[config.mk]
export PLATFORM = sky130hd
export DESIGN_NAME = stopwatch_core
export DESIGN_NICKNAME = d
export VERILOG_FILES = /design/src/rtl/sw_pkg.sv /design/src/rtl/sw_ctrl.sv /design/src/rtl/sw_digit.sv /design/src/rtl/sw_counter.sv /design/src/rtl/sw_hold.sv /design/src/rtl/stopwatch_core.sv
export SDC_FILE = /design/constraint.sdc
export NUM_CORES = 1
export LEC_CHECK = 0
export BUFFER_PORTS_ARGS = -buffer_cell sky130_fd_sc_hd__buf_2
export CAP_MARGIN = 10
export CORE_MARGIN = 2
export CORE_UTILIZATION = 30
export DETAILED_ROUTE_END_ITERATION = 8
export SYNTH_ARGS = -nofsm -noshare
export SYNTH_HDL_FRONTEND = slang
export SYNTH_SLANG_ARGS = --single-unit
[constraint.sdc]
create_clock -name clk_i -period 3.3 [get_ports clk_i]
set_clock_uncertainty 0.2 [all_clocks]
set_input_delay 0.33 -clock clk_i [delete_from_list [all_inputs] [get_ports clk_i]]
set_output_delay 0.33 -clock clk_i [all_outputs]
set_load 0.03 [all_outputs]
[src/rtl/sw_pkg.sv]
package sw_pkg;
  localparam int unsigned DIGIT_W     = 4;
  localparam int unsigned NUM_DIGITS  = 7;               // hidden ms digit + six shown
  localparam int unsigned DISP_DIGITS = NUM_DIGITS - 1;
  localparam int unsigned DISP_W      = DISP_DIGITS * DIGIT_W;

  // bit2 = clear, bit1 = count enable, bit0 = display tracks live count
  typedef enum logic [2:0] {
    ST_CLEAR = 3'b111,
    ST_RUN   = 3'b011,
    ST_PAUSE = 3'b001,
    ST_SPLIT = 3'b010
  } sw_state_e;

  function automatic int unsigned digit_mod(int unsigned idx, int unsigned ms_mod,
                                            int unsigned st_mod, int unsigned mt_mod);
    case (idx)
      0:       return ms_mod;
      4:       return st_mod;
      6:       return mt_mod;
      default: return 10;
    endcase
  endfunction
endpackage

[src/rtl/sw_ctrl.sv]
module sw_ctrl
  import sw_pkg::*;
(
  input  logic      clk_i,
  input  logic      rst_ni,
  input  logic      start_stop_i,
  input  logic      split_reset_i,
  output sw_state_e state_o
);
  sw_state_e state_q, state_d;
  logic      ss, sr;

  // simultaneous pulses cancel
  assign ss = start_stop_i & ~split_reset_i;
  assign sr = split_reset_i & ~start_stop_i;

  always_comb begin
    state_d = state_q;
    unique case (state_q)
      ST_CLEAR: if (ss) state_d = ST_RUN;
      ST_RUN: begin
        if (ss)      state_d = ST_PAUSE;
        else if (sr) state_d = ST_SPLIT;
      end
      ST_SPLIT: if (sr) state_d = ST_RUN;
      ST_PAUSE: begin
        if (ss)      state_d = ST_RUN;
        else if (sr) state_d = ST_CLEAR;
      end
      default: state_d = ST_CLEAR;
    endcase
  end

  always_ff @(posedge clk_i or negedge rst_ni) begin
    if (!rst_ni) state_q <= ST_CLEAR;
    else         state_q <= state_d;
  end

  assign state_o = state_q;
endmodule

[src/rtl/sw_digit.sv]
module sw_digit
  import sw_pkg::*;
#(
  parameter int unsigned MOD = 10
) (
  input  logic               clk_i,
  input  logic               rst_ni,
  input  logic               clr_i,
  input  logic               inc_i,
  output logic [DIGIT_W-1:0] val_o
);
  localparam logic [DIGIT_W-1:0] MAX_V = DIGIT_W'(MOD - 1);

  logic [DIGIT_W-1:0] val_q;

  always_ff @(posedge clk_i or negedge rst_ni) begin
    if (!rst_ni)    val_q <= '0;
    else if (clr_i) val_q <= '0;
    else if (inc_i) val_q <= (val_q == MAX_V) ? '0 : val_q + 1'b1;
  end

  assign val_o = val_q;
endmodule

[src/rtl/sw_counter.sv]
module sw_counter
  import sw_pkg::*;
#(
  parameter int unsigned MS_MOD       = 10,
  parameter int unsigned SEC_TENS_MOD = 6,
  parameter int unsigned MIN_TENS_MOD = 6
) (
  input  logic              clk_i,
  input  logic              rst_ni,
  input  logic              clr_i,
  input  logic              en_i,
  output logic [DISP_W-1:0] live_o
);
  logic [DIGIT_W-1:0] val [NUM_DIGITS];
  logic [NUM_DIGITS-1:0] carry;

  assign carry[0] = en_i;

  for (genvar i = 0; i < NUM_DIGITS; i++) begin : g_dig
    localparam int unsigned M = digit_mod(i, MS_MOD, SEC_TENS_MOD, MIN_TENS_MOD);
    sw_digit #(.MOD(M)) u_digit (
      .clk_i (clk_i),
      .rst_ni(rst_ni),
      .clr_i (clr_i),
      .inc_i (carry[i]),
      .val_o (val[i])
    );
    if (i < NUM_DIGITS - 1) begin : g_carry
      assign carry[i+1] = carry[i] && (val[i] == DIGIT_W'(M - 1));
    end
    if (i > 0) begin : g_out
      assign live_o[(i-1)*DIGIT_W +: DIGIT_W] = val[i];
    end
  end
endmodule

[src/rtl/sw_hold.sv]
module sw_hold
  import sw_pkg::*;
(
  input  logic              clk_i,
  input  logic              rst_ni,
  input  logic              track_i,
  input  logic [DISP_W-1:0] live_i,
  output logic [DISP_W-1:0] disp_o
);
  logic [DISP_W-1:0] hold_q;

  always_ff @(posedge clk_i or negedge rst_ni) begin
    if (!rst_ni)      hold_q <= '0;
    else if (track_i) hold_q <= live_i;
  end

  // transparent while tracking, frozen otherwise
  assign disp_o = track_i ? live_i : hold_q;
endmodule

[src/rtl/stopwatch_core.sv]
module stopwatch_core
  import sw_pkg::*;
#(
  parameter int unsigned MS_MOD       = 10,
  parameter int unsigned SEC_TENS_MOD = 6,
  parameter int unsigned MIN_TENS_MOD = 6
) (
  input  logic              clk_i,
  input  logic              rst_ni,
  input  logic              tick_i,
  input  logic              start_stop_i,
  input  logic              split_reset_i,
  output logic [DISP_W-1:0] digits_o,
  output logic [2:0]        state_o
);
  sw_state_e         state;
  logic [DISP_W-1:0] live;

  sw_ctrl u_ctrl (
    .clk_i        (clk_i),
    .rst_ni       (rst_ni),
    .start_stop_i (start_stop_i),
    .split_reset_i(split_reset_i),
    .state_o      (state)
  );

  sw_counter #(
    .MS_MOD      (MS_MOD),
    .SEC_TENS_MOD(SEC_TENS_MOD),
    .MIN_TENS_MOD(MIN_TENS_MOD)
  ) u_counter (
    .clk_i (clk_i),
    .rst_ni(rst_ni),
    .clr_i (state[2]),
    .en_i  (state[1] & tick_i),
    .live_o(live)
  );

  sw_hold u_hold (
    .clk_i  (clk_i),
    .rst_ni (rst_ni),
    .track_i(state[0]),
    .live_i (live),
    .disp_o (digits_o)
  );

  assign state_o = state;
endmodule

==> results.md, run 1 <==
* Unrepaired setup endpoints after global routing: false
* Highest net fanout along the worst path at 21
* Instance count of the mapped netlist at approximately 260
* Upper clock frequency limit at 394 MHz
* Static leakage at 1.46 nW
* Final setup violation count at 0
* Vias in the first global route at 1,987
* TritonRoute pass-1 iters at 4
* Power per cell area at 482 nW/µm²
* Initial antenna violation count at 0
* Worst slew pin tran at 789 ps
* Number of cells in the finished layout apart from fillers at 396
* Drt via density at between 5 and 6
* Int Power at 1.06 mW
* Cts-stage hold buffer count at 1
* Post-placement cell count at 388
* Net switching power at 0.449 mW
* Routability congestion estimate at 0.737
* Crit path time final at 2540 ps
* Starting Density at 30.5%
* Worst-Skew Late Latency at 300 ps
* Net Sw Frac at 29.8%
* Most common cell after layout, fill and taps aside: sky130_fd_sc_hd__dfrtp_1
* Residual antenna-violating net count after detailed routing at 0
* CTS tree: done
* Total global routing track utilization at 11.7%
* Buffers inserted during post-CTS setup optimization at 0
* Clock transition time at the flip-flop clock pins of the worst setup and hold paths at 90 ps
* Total of warnings raised by yosys at 0
* Delay of the slowest cell on the worst path at 700 ps
* Run status: complete, no violations
* Share of final-layout standard cells stronger than drive strength 1 at 24.6%
* WL/cell at 13.7 µm
* Residual overflow from global routing at 0
* Number of placement rows at 35
* First-pass GRT wire length at 9.47 mm
* Die Area at 10,000 µm²
* Top FF cell, synth: sky130_fd_sc_hd__dfrtp_1
* Violation count after the first detailed-route iteration at 67
* Largest voltage drop on the vdd net at between 150 and 200 µV
* Number of synthesized register bits at 55
* Number of synthesized flops with an enable pin at 0
* Post-synth net total at ~280
* Highest-count cells in the layout ignoring fill and taps: 52 x sky130_fd_sc_hd__dfrtp_1, 31 x sky130_fd_sc_hd__buf_2, 28 x sky130_fd_sc_hd__a21oi_1
* Post-Route Setup TNS at 0 ps
* Part of the power in combinational logic at 14.8%
* Post-route DRC violation count at 0
* CP endpoint kind: register
* Max_cap viols at 0
* Number of distinct library cells after synthesis at 37
* Detailed-route wire length at 5.44 mm
* Cell-by-cell listing of the critical path: inv_1 > ha_1 > nand4_2 > or4_4 > or4_1 > a21oi_1
* FFs w/ async S/R, synth at 100%
* CP max stage cell: sky130_fd_sc_hd__or4_4
* Seq pwr share at 56.9%
* CP required at approximately 3300 ps
* Die boundary width at ~100 µm
* Half-perimeter wire length after detailed placement at 3.79 mm
* Nets@finish at 304
* Critical Path AT at 2560 ps
* Final Hold Viols at 0
* Type of the setup path with the least slack: reg2reg
* Worst rel slew slack at 46.9%
* Core box area at 9110 µm²
* IO Pins at 32
* Largest net degree at the start of global routing at 36
* Count of H-tree levels built during CTS at 2
* Portion of the post-synthesis area used by sequential elements at 49.7%
* Root buf cell: sky130_fd_sc_hd__clkbuf_8
* Netlist area before placement at 2780 µm²
* Height of the die at 100 µm
* Startpoint type of the worst setup path: register
* Quantity of gates resized following cts at 0
* Count of antenna diodes in the layout at 0
* Count of clock tree sinks at 55
* Portion of total power attributed to the clock network at ~28%
* Relative area change from synthesis to final layout at 12.7%
* Worst min path class: in2reg
* Total number of vias at 1,992
* Total clock buffers created by CTS at 5
* Post-route fraction of the period consumed by the critical path at approximately three quarters
* Synthesized area divided by synthesized cell count at 10.8 µm²
* Port buffer count at 31
* Number of buffers on the longest clock path at 2
* Number of max-slew violations in the final report at 0
==> power groups by stage <==
| stage | sequential, mW | combinational [mW] | clock (mW) |
|---|---|---|---|
| 2_1_floorplan | 0.778 | 0.251 | 0 |
| 3_3_place_gp | 0.872 | 0.222 | 0 |
| 3_5_place_dp | 0.872 | 0.225 | 0 |
| 4_1_cts | 0.860 | 0.227 | 0.452 |
| 5_1_grt | 0.874 | 0.245 | 0.478 |
| 6_report | 0.857 | 0.222 | 0.428 |
==> cells in the mapped netlist (all sizes together), types with 3 or more instances <==
library cell	n	area share (%)
nor4	6	1.4
mux2i	3	1.1
dfrtp	52	47
buf	5	1.3
and3b	4	1.3
nand3b	6	1.6
nand3	8	1.4
dfstp	3	2.8
inv	12	1.6
clkbuf	7	0.95
or3	5	1.1
a21oi	28	5.0
nand2	14	1.9
mux2	25	10
nor2	12	1.6
o31ai	3	0.81
nor3	5	0.90
and2	3	0.68
nand4	3	0.90
ha	14	6.3
o21ai	13	2.3
or4	10	2.8
==> logic make-up after synthesis <==
kind of cell               after synthesis  share of synthesized area, %
adders and majority gates               14                          6.31
AOI/OAI and AO/OA                       48                          9.28
muxes                                   28                          11.2
DFF                                     55                          49.7
xor gates and xnor gates                 3                         0.947
buffers and inverters                   24                          3.88
and+or+nand+nor                         85                          18.7
==> layout make-up <==
| cell class | count | area (µm²) |
|---|---|---|
| Clock buffer | 6 | 72.6 |
| Inverter | 12 | 45.0 |
| Multi-Input combinational cell | 178 | 1290 |
| Clock inverter | 1 | 30.0 |
| Sequential cell | 55 | 1380 |
| Timing Repair Buffer | 33 | 173 |
| Fill cell | 939 | 5980 |
| Tap cell | 111 | 139 |
==> registers in the layout (all words and copies together), names as in the netlist <==
register                       flops
u_ctrl.state_o                     3
u_counter.g_dig.u_digit.val_o     28
u_hold.hold_q                     24
==> metal layers <==
layer | part of all wire (%) | vias to the layer above | routed length (µm) | global-route usage (%)
li1 | - | 975 | - | -
met1 | 49 | 986 | 2660 | 15.1
met2 | 47 | 27 | 2570 | 19.9
met3 | 3.1 | 4 | 168 | 2.58
met4 | 0.77 | 0 | 42 | 3.16
met5 | 0 | - | 0 | 0
==> final timing paths <==
| kind | cells after the start | startpoint | to | slack (ps) |
|---|---|---|---|---|
| setup / recovery | 6 | u_counter.g_dig[0].u_digit.val_o[1] | u_counter.g_dig[6].u_digit.val_o[1] | 760 |
| hold / removal | 3 | split_reset_i | u_ctrl.state_o[2] | 190 |
| setup reg to reg | 6 | u_counter.g_dig[0].u_digit.val_o[1] | u_counter.g_dig[6].u_digit.val_o[1] | 760 |
| hold reg to reg | 1 | u_hold.hold_q[3] | u_hold.hold_q[3] | 300 |
| max in group asynchronous | 3 | rst_ni | u_counter.g_dig[5].u_digit.val_o[2] | 1660 |
| min in group asynchronous | 2 | rst_ni | u_hold.hold_q[11] | 450 |
==> worst max-delay path: cells and delay by family, from the launching register on <==
family	cells	cell delay, ps
compound gates	1	150
buf+inv	1	70
fa+ha+maj	1	200
simple gates	3	1420
flops	1	430
==> metrics by stage <==
stage               instance area [µm²]  util (%)  hold slack [ps]  setup slack, ps  power (mW)
finish                             3130      34.3              190              761        1.51
global route                       3130      34.3              226              618        1.60
CTS                                3130      34.3              169              751        1.54
detailed placement                 3020      33.1              272              773        1.10
global placement                   3020      33.1              253              833        1.09
floorplan                          2780         -             -166              792        1.03
Note: power is estimated with default switching activity, not from simulation.
==> run 2, diff against run 1 <==
clock period = 2.3 ns   (was 3.3 ns; I/O delays follow)
==> run 2 against run 1 <==
The run now ends with negative setup slack left. Sequential power increased by 27%. Flip-flop and latch count unchanged. First-iteration DRC count increased by 34%. Via count increased by 8.5%. Global-route usage increased by 0.69 points. Hold slack got worse by 140 ps. Routed wire length increased by 11%. Final cell count increased by 9.3%. Register-to-register slack got worse by 800 ps. Worst setup slack got worse by 800 ps. Fmax increased by 8.5%. Critical endpoint unchanged. Largest power group unchanged.
==> results.md, run 2 (synthesis gave the netlist of run 1 again) <==
* Largest voltage drop on the vdd net at 255 µV
* Clock transition time at the flip-flop clock pins of the worst setup and hold paths at 110 ps
* First-pass GRT wire length at 10.1 mm
* Depth of the most critical reg-to-reg path at 6
* CTS tree: done
* Count of H-tree levels built during CTS at 2
* WL/cell at roughly 14 µm
* Post-Route Setup TNS at -90.2 ps
* Static leakage at 1.65 nW
* Worst min path class: in2reg
* Worst path top cell family by delay: simple AND/OR/NAND/NOR gates
* Residual antenna-violating net count after detailed routing at 0
* Number of cells in the finished layout apart from fillers at 433
* Violation count after the first detailed-route iteration at 90
* Number of placement rows at 35
* Residual overflow from global routing at 0
* Worst slew pin tran at 554 ps
* CP max stage cell: sky130_fd_sc_hd__or4_4
* CP required at 2350 ps
* Routability congestion estimate at 0.803
* Fill cell total of the finished layout at ~910
* Count of clock tree sinks at 55
* Power per cell area at about 680 nW/µm²
* Layer carrying the most global-route usage: met2
* Final Hold Viols at 0
* Crit path capture: u_counter.g_dig[6].u_digit.val_o[1]
* Post-placement cell count at 419
* Initial antenna violation count at 0
* Crit path time final at between 2000 and 2500 ps
* Root buf cell: sky130_fd_sc_hd__clkbuf_8
* Startpoint type of the worst setup path: register
* Met3 track demand over resource at 2.37%
* Post-route fraction of the period consumed by the critical path at 102%
* Most common cell after layout, fill and taps aside: sky130_fd_sc_hd__dfrtp_1
* Height of the die at 100 µm
* Number of buffers on the longest clock path at 2
* CP endpoint kind: register
* Setup Slack @ Placement at -62.7 ps
* GR met1 Demand/Resource at 17.1%
* Die Area at 10,000 µm²
* Final setup violation count at 3
* Detailed-route wire length at 6.02 mm
* Number of max-slew violations in the final report at 0
* Worst rel slew slack at around 63%
* Relative area change from synthesis to final layout at 25.5%
* Half-perimeter wire length after detailed placement at approximately 4.2 mm
* Worst setup path startpoint: u_counter.g_dig[3].u_digit.val_o[1]
* TritonRoute pass-1 iters at 4
* Share of final-layout standard cells stronger than drive strength 1 at 36.0%
* Largest net degree at the start of global routing at 35
* Count of antenna diodes in the layout at 0
* Run status: complete, but fails checks
* R2R setup slack at -40 ps
* Highest-count cells in the layout ignoring fill and taps: 52 x sky130_fd_sc_hd__dfrtp_1, 34 x sky130_fd_sc_hd__buf_4, 31 x sky130_fd_sc_hd__buf_2
* Vias in the first global route at 2,080
* Cell-by-cell listing of the critical path: inv_1 > ha_2 > nand3b_1 > or4_4 > or4_1 > a21oi_1
* Endpoint of the lowest-slack register-to-register path: u_counter.g_dig[6].u_digit.val_o[1]
* Total global routing track utilization at 12.4%
* Drt via density at around 5.0
* Max_cap viols at 0
* Starting Density at 30.5%
* Unrepaired setup endpoints after global routing: true
* Overall power consumption at ~2.4 mW
* Die boundary width at 100 µm
* Critical Path AT at 2390 ps
* Nets@finish at 340
* Stages on worst setup path at 6
* Total number of vias at 2,161
* Number of flip-flops in the largest register at 28
* Hold Worst Slack at about 48 ps
* Port buffer count at 31
* IO Pins at 32
* Core box area at ~9100 µm²
* Upper clock frequency limit at 427 MHz
* Delay of the slowest cell on the worst path at around 620 ps
* Worst setup margin at -39.5 ps
* Met2 Track Usage GR at 20.3%
* Worst-Skew Late Latency at 310 ps
* Crit path buf inv count at 1
* Total clock buffers created by CTS at 5
* Post-route DRC violation count at 0
* Highest net fanout along the worst path at 8
* Worst reg2reg path startpoint: u_counter.g_dig[3].u_digit.val_o[1]
* Violated checks: negative setup slack
* Type of the setup path with the least slack: reg2reg
## run 2: worst min-delay path by stage
stage                              from                             endpoint  depth (start not counted)
final                     split_reset_i                    u_ctrl.state_o[2]                          3
after global routing      split_reset_i                    u_ctrl.state_o[2]                          3
after CTS                 split_reset_i                    u_ctrl.state_o[2]                          3
after detailed placement         rst_ni                     u_hold.hold_q[8]                          1
after global placement           rst_ni  u_counter.g_dig[3].u_digit.val_o[3]                          1
after floorplan                  rst_ni  u_counter.g_dig[0].u_digit.val_o[0]                          0
## run 2: area by class of cell
| type | count | area (µm²) | area share (%) |
|---|---|---|---|
| Timing Repair Buffer | 68 | 452 | 13.0 |
| Tap cell | 111 | 139 | 3.99 |
| Sequential cell | 55 | 1380 | 39.6 |
| Clock buffer | 5 | 68.8 | 1.98 |
| Clock inverter | 3 | 46.3 | 1.33 |
| Multi-Input combinational cell | 179 | 1350 | 38.8 |
| Inverter | 12 | 45.0 | 1.29 |
## run 2: per-layer routing
layer,part of all wire [%],vias up
met5,0,-
met4,0.78,0
met3,3.0,5
met2,49,32
met1,48,1077
li1,-,1047
## run 2: worst min-delay path: cells and delay by family
| family | cells | cell delay (ps) |
|---|---|---|
| compound gates | 2 | 220 |
| buf+inv | 1 | 120 |
## run 2: timing repair
item,CTS,global route
buffers inserted,1,3
setup endpoints to repair,6,9
hold buffers,1,0
gates resized for setup,4,8
cloned,1,0
pin swaps,1,8
endpoints found under the hold margin,18,0
## run 2: power breakdown
group | internal [mW] | switching [mW]
registers | 1.04 | 0.0562
logic | 0.266 | 0.340
clock network | 0.329 | 0.346
## run 2: stage by stage
stage          instance area (µm²)  util [%]
2_1_floorplan                 2790         -
3_3_place_gp                  3270      35.9
3_5_place_dp                  3270      35.9
4_1_cts                       3430      37.6
5_1_grt                       3480      38.2
6_report                      3480      38.2
==> run 3, diff against run 2 <==
MAX_ROUTING_LAYER = met4   (was unset)
==> run 3 against run 2 <==
The run still ends with negative setup slack left. Design area did not move. Count of clock-buffer cells in the layout did not move. Fmax is essentially flat. Flip-flop and latch count unchanged. Largest power group unchanged. Highest routed layer unchanged.
==> results.md, run 3 (synthesis gave the netlist of run 1 again) <==
* Run status: complete, but fails checks
* Violated checks: negative setup slack
* Initial antenna violation count at 0
* Total clock buffers created by CTS at 5
* Layer carrying the most global-route usage: met2
* Unrepaired setup endpoints after global routing: true
* Height of the die at about 100 µm
* Final Hold Viols at 0
* Starting Density at 30.5%
* Count of clock tree sinks at 55
* Largest net degree at the start of global routing at 35
* Residual antenna-violating net count after detailed routing at 0
* Worst slew pin tran at 554 ps
* Crit path time final at between 2000 and 2500 ps
* Die Area at 10,000 µm²
* Number of placement rows at 35
* Fill cell total of the finished layout at 914
* Highest-count cells in the layout ignoring fill and taps: 52 x sky130_fd_sc_hd__dfrtp_1, 34 x sky130_fd_sc_hd__buf_4, 31 x sky130_fd_sc_hd__buf_2
* Post-route fraction of the period consumed by the critical path at 102%
* CP required at 2350 ps
* Final setup violation count at 3
* Violation count after the first detailed-route iteration at 90
* Root buf cell: sky130_fd_sc_hd__clkbuf_8
* TritonRoute pass-1 iters at 4
* Max_cap viols at 0
* CTS tree: done
* IO Pins at 32
* Static leakage at approximately 1.7 nW
* Power per cell area at 681 nW/µm²
* Worst-Skew Late Latency at 310 ps
* Cell-by-cell listing of the critical path: inv_1 > ha_2 > nand3b_1 > or4_4 > or4_1 > a21oi_1
* First-pass GRT wire length at ~10 mm
* Post-Place Cell Area at 3270 µm²
* Number of flip-flops in the largest register at 28
* CP max stage cell: sky130_fd_sc_hd__or4_4
* Met3 track demand over resource at 2.37%
* Detailed-route wire length at 6.02 mm
* Post-route standard cell area excluding fillers at 3480 µm²
* Worst path top cell family by delay: simple AND/OR/NAND/NOR gates
* Residual overflow from global routing at 0
* Critical Path AT at 2390 ps
* Largest voltage drop on the vdd net at 255 µV
* Count of H-tree levels built during CTS at 2
* Port buffer count at 31
* Nets@finish at 340
* Worst min path class: in2reg
* Area taken by multi-input logic gates at 1350 µm²
* Drt via density at around 5
* Worst rel slew slack at roughly 63%
* WL/cell at 13.9 µm
* Hold Worst Slack at 47.6 ps
* GR met1 Demand/Resource at between 10% and 20%
* Post-Route Setup TNS at -87.0 ps
* Upper clock frequency limit at 428 MHz
* Total number of vias at 2,159
* Routability congestion estimate at 0.814
* Crit path buf inv count at 1
* Met2 Track Usage GR at 20.3%
* Type of the setup path with the least slack: reg2reg
* Highest net fanout along the worst path at 8
* Delay of the slowest cell on the worst path at 620 ps
* Clock transition time at the flip-flop clock pins of the worst setup and hold paths at 110 ps
* Die boundary width at between 100 and 150 µm
* Startpoint type of the worst setup path: register
* Half-perimeter wire length after detailed placement at 4.15 mm
* Count of antenna diodes in the layout at 0
* CP endpoint kind: register
* Footprint of the flip-flops and latches at ~1400 µm²
* Post-route DRC violation count at 0
* Total global routing track utilization at 12.8%
* Most common cell after layout, fill and taps aside: sky130_fd_sc_hd__dfrtp_1
* Number of max-slew violations in the final report at 0
* Relative area change from synthesis to final layout at 25.5%
* Share of final-layout standard cells stronger than drive strength 1 at 36.0%
* Vias in the first global route at 2,080
* Core box area at 9110 µm²
* Number of buffers on the longest clock path at 2
* Worst setup margin at -38.8 ps
-- run 3: what timing repair did --
action,CTS,global route
hold buffers,1,0
setup buffers,1,3
hold endpoints to repair,18,0
setup endpoints to repair,6,9
gates cloned,1,0
pin swaps,1,8
gates resized for setup,4,8
-- run 3: final timing paths --
kind                                                     startpoint  cells past startpoint                             endpoint  slack [ps]
worst max-delay path            u_counter.g_dig[3].u_digit.val_o[1]                      6  u_counter.g_dig[6].u_digit.val_o[1]         -40
worst min-delay path                                  split_reset_i                      3                    u_ctrl.state_o[2]          50
worst max register to register  u_counter.g_dig[3].u_digit.val_o[1]                      6  u_counter.g_dig[6].u_digit.val_o[1]         -40
worst min register to register                     u_hold.hold_q[7]                      1                     u_hold.hold_q[7]         300
max in group asynchronous                                    rst_ni                      3  u_counter.g_dig[2].u_digit.val_o[2]        1080
min in group asynchronous                                    rst_ni                      2                    u_hold.hold_q[11]         240
-- run 3: layout make-up --
type | instances | share of cell area, %
multi-input combinational | 179 | 38.8
sequential | 55 | 39.6
tap | 111 | 3.99
clock buffer | 5 | 1.98
timing repair buffer | 68 | 13.0
inverter | 12 | 1.29
clock inverter | 3 | 1.33
-- run 3: tightest hold or removal path: stages --
cell and delay, ps:
sky130_fd_sc_hd__buf_2 120, sky130_fd_sc_hd__o21ai_0 150, sky130_fd_sc_hd__a21oi_1 70
-- run 3: report_power, final --
group	internal, mW	switching (mW)
clock	0.329	0.345
sequential	1.04	0.0562
combinational	0.266	0.340
total	1.63	0.741
-- run 3: stage by stage --
step / util, % / setup WS [ps] / instances / total power, mW
finish: 38.2 / -38.8 / 433 / 2.37
floorplan: - / -95.3 / 257 / 1.49
detailed placement: 35.9 / -62.7 / 419 / 1.70
global placement: 35.9 / -8.83 / 419 / 1.69
global route: 38.2 / -100 / 433 / 2.51
CTS: 37.6 / -1.49 / 430 / 2.40
-- run 3: routing by layer --
layer	vias up	routed length (µm)
li1	1047	-
met1	1075	2860
met2	34	2960
met3	3	181
met4	0	18
met5	-	0
